`src/rtl/hpio_pkg.sv`:
```
package hpio_pkg;
    localparam int DATA_W    = 16;
    localparam int ADDR_W    = 7;
    localparam int STUB_REGS = 8;
    localparam logic [DATA_W-1:0] STUB_TAG = 16'hA000;

    typedef struct packed {
        logic              direct;
        logic              empty;
        logic [DATA_W-1:0] word;
    } capture_t;

    function automatic logic [DATA_W-1:0] stub_word(input logic [ADDR_W-1:0] idx);
        logic [DATA_W-1:0] w;
        w = '0;
        if (int'(idx) < STUB_REGS)
            w = STUB_TAG | DATA_W'(idx);
        return w;
    endfunction
endpackage

```
`src/rtl/hpio_sync.sv`:
```
module hpio_sync #(
    parameter int W      = 2,
    parameter int STAGES = 2
) (
    input  logic         clk,
    input  logic         rst,
    input  logic [W-1:0] d,
    output logic [W-1:0] q
);
    for (genvar b = 0; b < W; b++) begin : g_bit
        logic [STAGES-1:0] chain;
        always_ff @(posedge clk) begin
            if (rst) chain <= '1;
            else     chain <= {chain[STAGES-2:0], d[b]};
        end
        assign q[b] = chain[STAGES-1];
    end
endmodule

```
`src/rtl/hpio_cycle_ctl.sv`:
```
module hpio_cycle_ctl (
    input  logic clk,
    input  logic rst,
    input  logic cs_s,
    input  logic rd_s,
    output logic active_q,
    output logic start_p,
    output logic end_p
);
    logic active;
    assign active  = ~cs_s & ~rd_s;
    assign start_p = active & ~active_q;
    assign end_p   = ~active & active_q;

    always_ff @(posedge clk) begin
        if (rst) active_q <= 1'b0;
        else     active_q <= active;
    end
endmodule

```
`src/rtl/hpio_reg_stub.sv`:
```
module hpio_reg_stub
    import hpio_pkg::*;
(
    input  logic [ADDR_W-1:0] idx,
    output logic [DATA_W-1:0] rdata
);
    logic [DATA_W-1:0] table_w [STUB_REGS];
    for (genvar i = 0; i < STUB_REGS; i++) begin : g_reg
        assign table_w[i] = stub_word(ADDR_W'(i));
    end
    always_comb begin
        rdata = '0;
        for (int i = 0; i < STUB_REGS; i++)
            if (idx == ADDR_W'(i)) rdata = table_w[i];
    end
endmodule

```
`src/rtl/hpio_rd_port.sv`:
```
module hpio_rd_port
    import hpio_pkg::*;
(
    input  logic              clk,
    input  logic              rst,
    input  logic              cs_n,
    input  logic              rd_n,
    input  logic [ADDR_W-1:0] addr,
    input  logic              fifo_sel,
    input  logic [DATA_W-1:0] fifo_rdata,
    input  logic              fifo_empty,
    output logic              fifo_pop,
    output logic [DATA_W-1:0] data_out,
    output logic              data_oe,
    output logic              underrun
);
    logic [1:0]        strobe_s;
    logic              active_q, start_p, end_p;
    logic [DATA_W-1:0] stub_rdata;
    capture_t          cap_q, cap_d;
    logic              pop_q, urun_q;

    hpio_sync #(.W(2), .STAGES(2)) u_sync (
        .clk(clk), .rst(rst), .d({cs_n, rd_n}), .q(strobe_s)
    );

    hpio_cycle_ctl u_ctl (
        .clk(clk), .rst(rst), .cs_s(strobe_s[1]), .rd_s(strobe_s[0]),
        .active_q(active_q), .start_p(start_p), .end_p(end_p)
    );

    hpio_reg_stub u_stub (.idx(addr), .rdata(stub_rdata));

    always_comb begin
        cap_d.direct = fifo_sel;
        cap_d.empty  = fifo_sel & fifo_empty;
        if (!fifo_sel)       cap_d.word = stub_rdata;
        else if (fifo_empty) cap_d.word = '0;
        else                 cap_d.word = fifo_rdata;
    end

    always_ff @(posedge clk) begin
        if (rst) begin
            cap_q  <= '0;
            pop_q  <= 1'b0;
            urun_q <= 1'b0;
        end else begin
            if (start_p) begin
                cap_q  <= cap_d;
                urun_q <= urun_q | cap_d.empty;
            end
            pop_q <= end_p & cap_q.direct & ~cap_q.empty;
        end
    end

    assign fifo_pop = pop_q;
    assign data_oe  = active_q;
    assign data_out = active_q ? cap_q.word : '0;
    assign underrun = urun_q;
endmodule

```
`config.mk`:
```
export PLATFORM = sky130hd
export DESIGN_NAME = hpio_rd_port
export DESIGN_NICKNAME = d
export VERILOG_FILES = /design/src/rtl/hpio_pkg.sv /design/src/rtl/hpio_sync.sv /design/src/rtl/hpio_cycle_ctl.sv /design/src/rtl/hpio_reg_stub.sv /design/src/rtl/hpio_rd_port.sv
export SDC_FILE = /design/constraint.sdc
export NUM_CORES = 1
export LEC_CHECK = 0
export BUFFER_PORTS_ARGS = -buffer_cell sky130_fd_sc_hd__buf_2
export CORE_AREA = 2 2 54 56
export CTS_BUF_LIST = sky130_fd_sc_hd__clkbuf_4 sky130_fd_sc_hd__clkbuf_8 sky130_fd_sc_hd__clkbuf_16
export CTS_CLUSTER_SIZE = 12
export DETAILED_ROUTE_END_ITERATION = 8
export DIE_AREA = 0 0 56 58
export GPL_ROUTABILITY_DRIVEN = 0
export PLACE_DENSITY_LB_ADDON = 0.2
export REMOVE_ABC_BUFFERS = 1
export SLEW_MARGIN = 20
export SYNTH_ARGS = -nofsm -noshare
export SYNTH_HDL_FRONTEND = slang
export SYNTH_SLANG_ARGS = --single-unit
```
`constraint.sdc`:
```
create_clock -name clk -period 1.2 [get_ports clk]
set_clock_uncertainty 0.1 [all_clocks]
set_input_delay 0.06 -clock clk [delete_from_list [all_inputs] [get_ports clk]]
set_output_delay 0.06 -clock clk [all_outputs]
set_load 0.1 [all_outputs]
```
==> impl_metrics.py <==
metrics = {
    "routing": {
        "dr_total_vias": 1173,
        "dr.pass1.iters": 5,
        "drcViolationCount": 0,
        "antenna_left": 0,
        "routed_wl_mm": 3.12,
        "drt-vias-per-instance": 5.08,
        "drtIter0Drc": 43,
        "wl_per_cell_um": 13.5,
    },
    "synth": {
        "yosysTopAreaCell": "dfxtp_1",
        "syn_area_um2": 1050,
        "synth.distinct_cells": 24,
        "synth_common_cells": "25 x dfxtp_1, 14 x a21oi_1, 14 x nand2_1",
        "yosys_warnings": 0,
        "ys_top_cells_by_area": "dfxtp_1 47%, a21oi_1 6.6%, and2_1 5.9%",
        "synth_most_common_cell": "dfxtp_1",
        "async_reset_ff_frac": 0,
        "synth-edff-count": 0,
        "ys.flop_type": "dfxtp_1",
        "seq_area_frac_synth": 0.474,
        "netlist_instances": 120,
        "avgSynthCellArea_um2": 8.79,
        "yosys_register_bits": 25,
        "yosysTopAreaCellShare": 0.474,
    },
    "timing": {
        "fin_crit_sh": 1.18,
        "maxSlewViolCount": 0,
        "worst-slew-pin-transition_ns": 0.469,
        "rsz0062_at_grt": "true",
        "hold_viol_final": 2,
        "setup_viol": 36,
        "fin_crit_ns": 1.42,
        "fin_ws_ns": -0.219,
        "fmax_mhz": 705,
        "fin_tns_setup_ns": -6.55,
        "maxSlewHeadroom": 0.687,
        "holdWs_ns": -0.0160,
    },
    "cts": {
        "clockBufferDepth": 2,
        "clock-root-buffer": "clkbuf_4",
        "clock_sinks": 25,
        "cts_max_level": 1,
        "cts_tree": "yes",
        "numCtsBuffers": 3,
        "holdBufCountCts": 18,
        "clk_latency_ns": 0.32,
        "path_clk_slew_ns": 0.15,
    },
    "final_layout": {
        "area_growth_pct": 95.6,
        "instances_no_fill": 231,
        "drive_above_1_share": 0.535,
        "fillers": 177,
        "multi_input_area_um2": 566,
        "register_area_um2": 502,
        "diodes": 0,
        "postLayoutCoreUtil": 0.775,
        "final_nets": 230,
    },
    "floorplan": {
        "die_x_um": 56,
        "rows": 19,
        "dieArea_um2": 3250,
        "pin_count": 48,
        "start_util": 0.396,
        "core-area_um2": 2660,
        "die_y_um": 58,
    },
    "worst_setup_path": {
        "worstSetupPathType": "reg -> out",
        "crit_chain": "buf_6, buf_16, and2_4, buf_12",
        "slowest_delay_ns": 0.37,
        "path_buf_inv": 3,
        "cp_top_family": "buffers and inverters",
        "rrSetupSlack_ns": -0.21,
        "cp.depth": 4,
        "cp-end-kind": "output pin",
        "startpoint_type": "flop",
        "r2r_cells": 7,
        "worstPathMaxFanout": 6,
        "arrival_ns": 1.26,
        "worst-endpoint-required_ns": 1.04,
        "cp_slowest_cell": "dfxtp_2",
    },
    "pwr": {
        "ir_worst_vdd_uv": 840,
        "p_per_area_nw_per_um2": 681,
        "cellLeakagePower_nw": 0.818,
        "total_power_mw": 1.40,
    },
    "placed_design": {
        "portBuffers": 47,
        "dp_worst_setup_slack_ns": -0.0993,
        "dp_hpwl_mm": 1.87,
        "dp_cells": 200,
    },
    "global_routing": {
        "grt_antenna_before_repair": 0,
        "grt_use_total": 0.193,
        "grt_start_max_net_pins": 26,
        "grt_pass1_vias": 1133,
        "grt_pass1_wl_mm": 4.95,
        "overflow": 0,
    },
    "status": {
        "violations": "negative hold slack, negative setup slack",
        "status": "complete, but fails checks",
    },
    "run": {
        "max_cap_viol_count": 0,
    },
    "worst_hold_path": {
        "min_path_cells": 4,
        "hp-class": "in -> reg",
    },
}
-- cells in the final DEF (no fill, tap or decap) --
| cell type | count |
|---|---|
| buf_2 | 28 |
| a21oi_1 | 12 |
| buf_16 | 1 |
| clkinvlp_4 | 1 |
| nor2b_1 | 1 |
| nor3_4 | 1 |
| a21oi_2 | 4 |
| buf_4 | 7 |
| or3_4 | 1 |
| and2_4 | 16 |
| clkbuf_4 | 3 |
| buf_8 | 1 |
| or2_2 | 4 |
| nand3_1 | 10 |
| nor3_1 | 1 |
| nand3_2 | 1 |
| dfxtp_1 | 24 |
| inv_1 | 2 |
| buf_12 | 19 |
| nor4_4 | 1 |
| nand3_4 | 1 |
| dfxtp_2 | 1 |
| nor2_1 | 6 |
| nand2_2 | 6 |
| nor4_1 | 1 |
| dlygate4sd3_1 | 18 |
| a211oi_1 | 5 |
| buf_6 | 11 |
| a32oi_1 | 3 |
| nand2_1 | 10 |
-- where the power goes --
group	switching [mW]	internal (mW)	leakage, nW
clock	0.257	0.127	0.0139
sequential	0.00453	0.840	0.203
combinational	0.0765	0.0993	0.601
total	0.338	1.07	0.818
-- cells by family (layout without fill, tap and decap cells) --
family                 after synthesis  after routing  share of synthesized area
and+or+nand+nor                     60             60                      0.318
buffers and inverters               11             91                     0.0641
AOI/OAI and AO/OA                   24             24                      0.144
DFF                                 25             25                      0.474
-- repair_timing --
item / CTS / global route
buffers inserted: 8 / 0
endpoints found under the hold margin: 19 / 2
gates cloned: 1 / 0
resized for setup: 41 / 3
pin swaps: 24 / 3
endpoints found under the setup margin: 36 / 37
-- tightest hold or removal path: stages --
cell	delay, ns
buf_2	0.10
nor4_4	0.05
nand2_1	0.09
a211oi_1	0.07
-- routing by layer --
layer  GRT usage  share of wire  vias up
met5           0              0        -
met4      0.0952          0.029        0
met3      0.0223          0.061       10
met2       0.355           0.50       54
met1       0.223           0.40      546
li1            -              -      563
-- final timing paths --
kind,from,end
hold reg to reg,u_sync.g_bit[1].chain[0],u_sync.g_bit[1].chain[1]
setup / recovery,u_ctl.active_q,data_out[1]
hold / removal,addr[6],cap_q[15]
setup reg to reg,u_ctl.active_q,cap_q[15]
-- cell type report --
cell class / count / share of cell area
inverter: 2 / 0.00364
timing repair buffer: 85 / 0.446
clock buffer: 3 / 0.0109
sequential: 25 / 0.243
tap: 31 / 0.0188
clock inverter: 1 / 0.00364
multi-input combinational: 84 / 0.274
-- through the flow --
step	hold slack (ns)	area, µm²
after CTS	-0.0333	2050
after global routing	-0.0301	2060
final	-0.0160	2060
after floorplan	0.0224	995
after global placement	0.142	1640
after detailed placement	0.147	1640
-- registers in the layout (all words and copies together) (netlist names) --
name	cells
fifo_pop	1
u_ctl.active_q	1
cap_q	18
underrun	1
u_sync.g_bit.chain	4
Power figures use the tool's default switching activity.
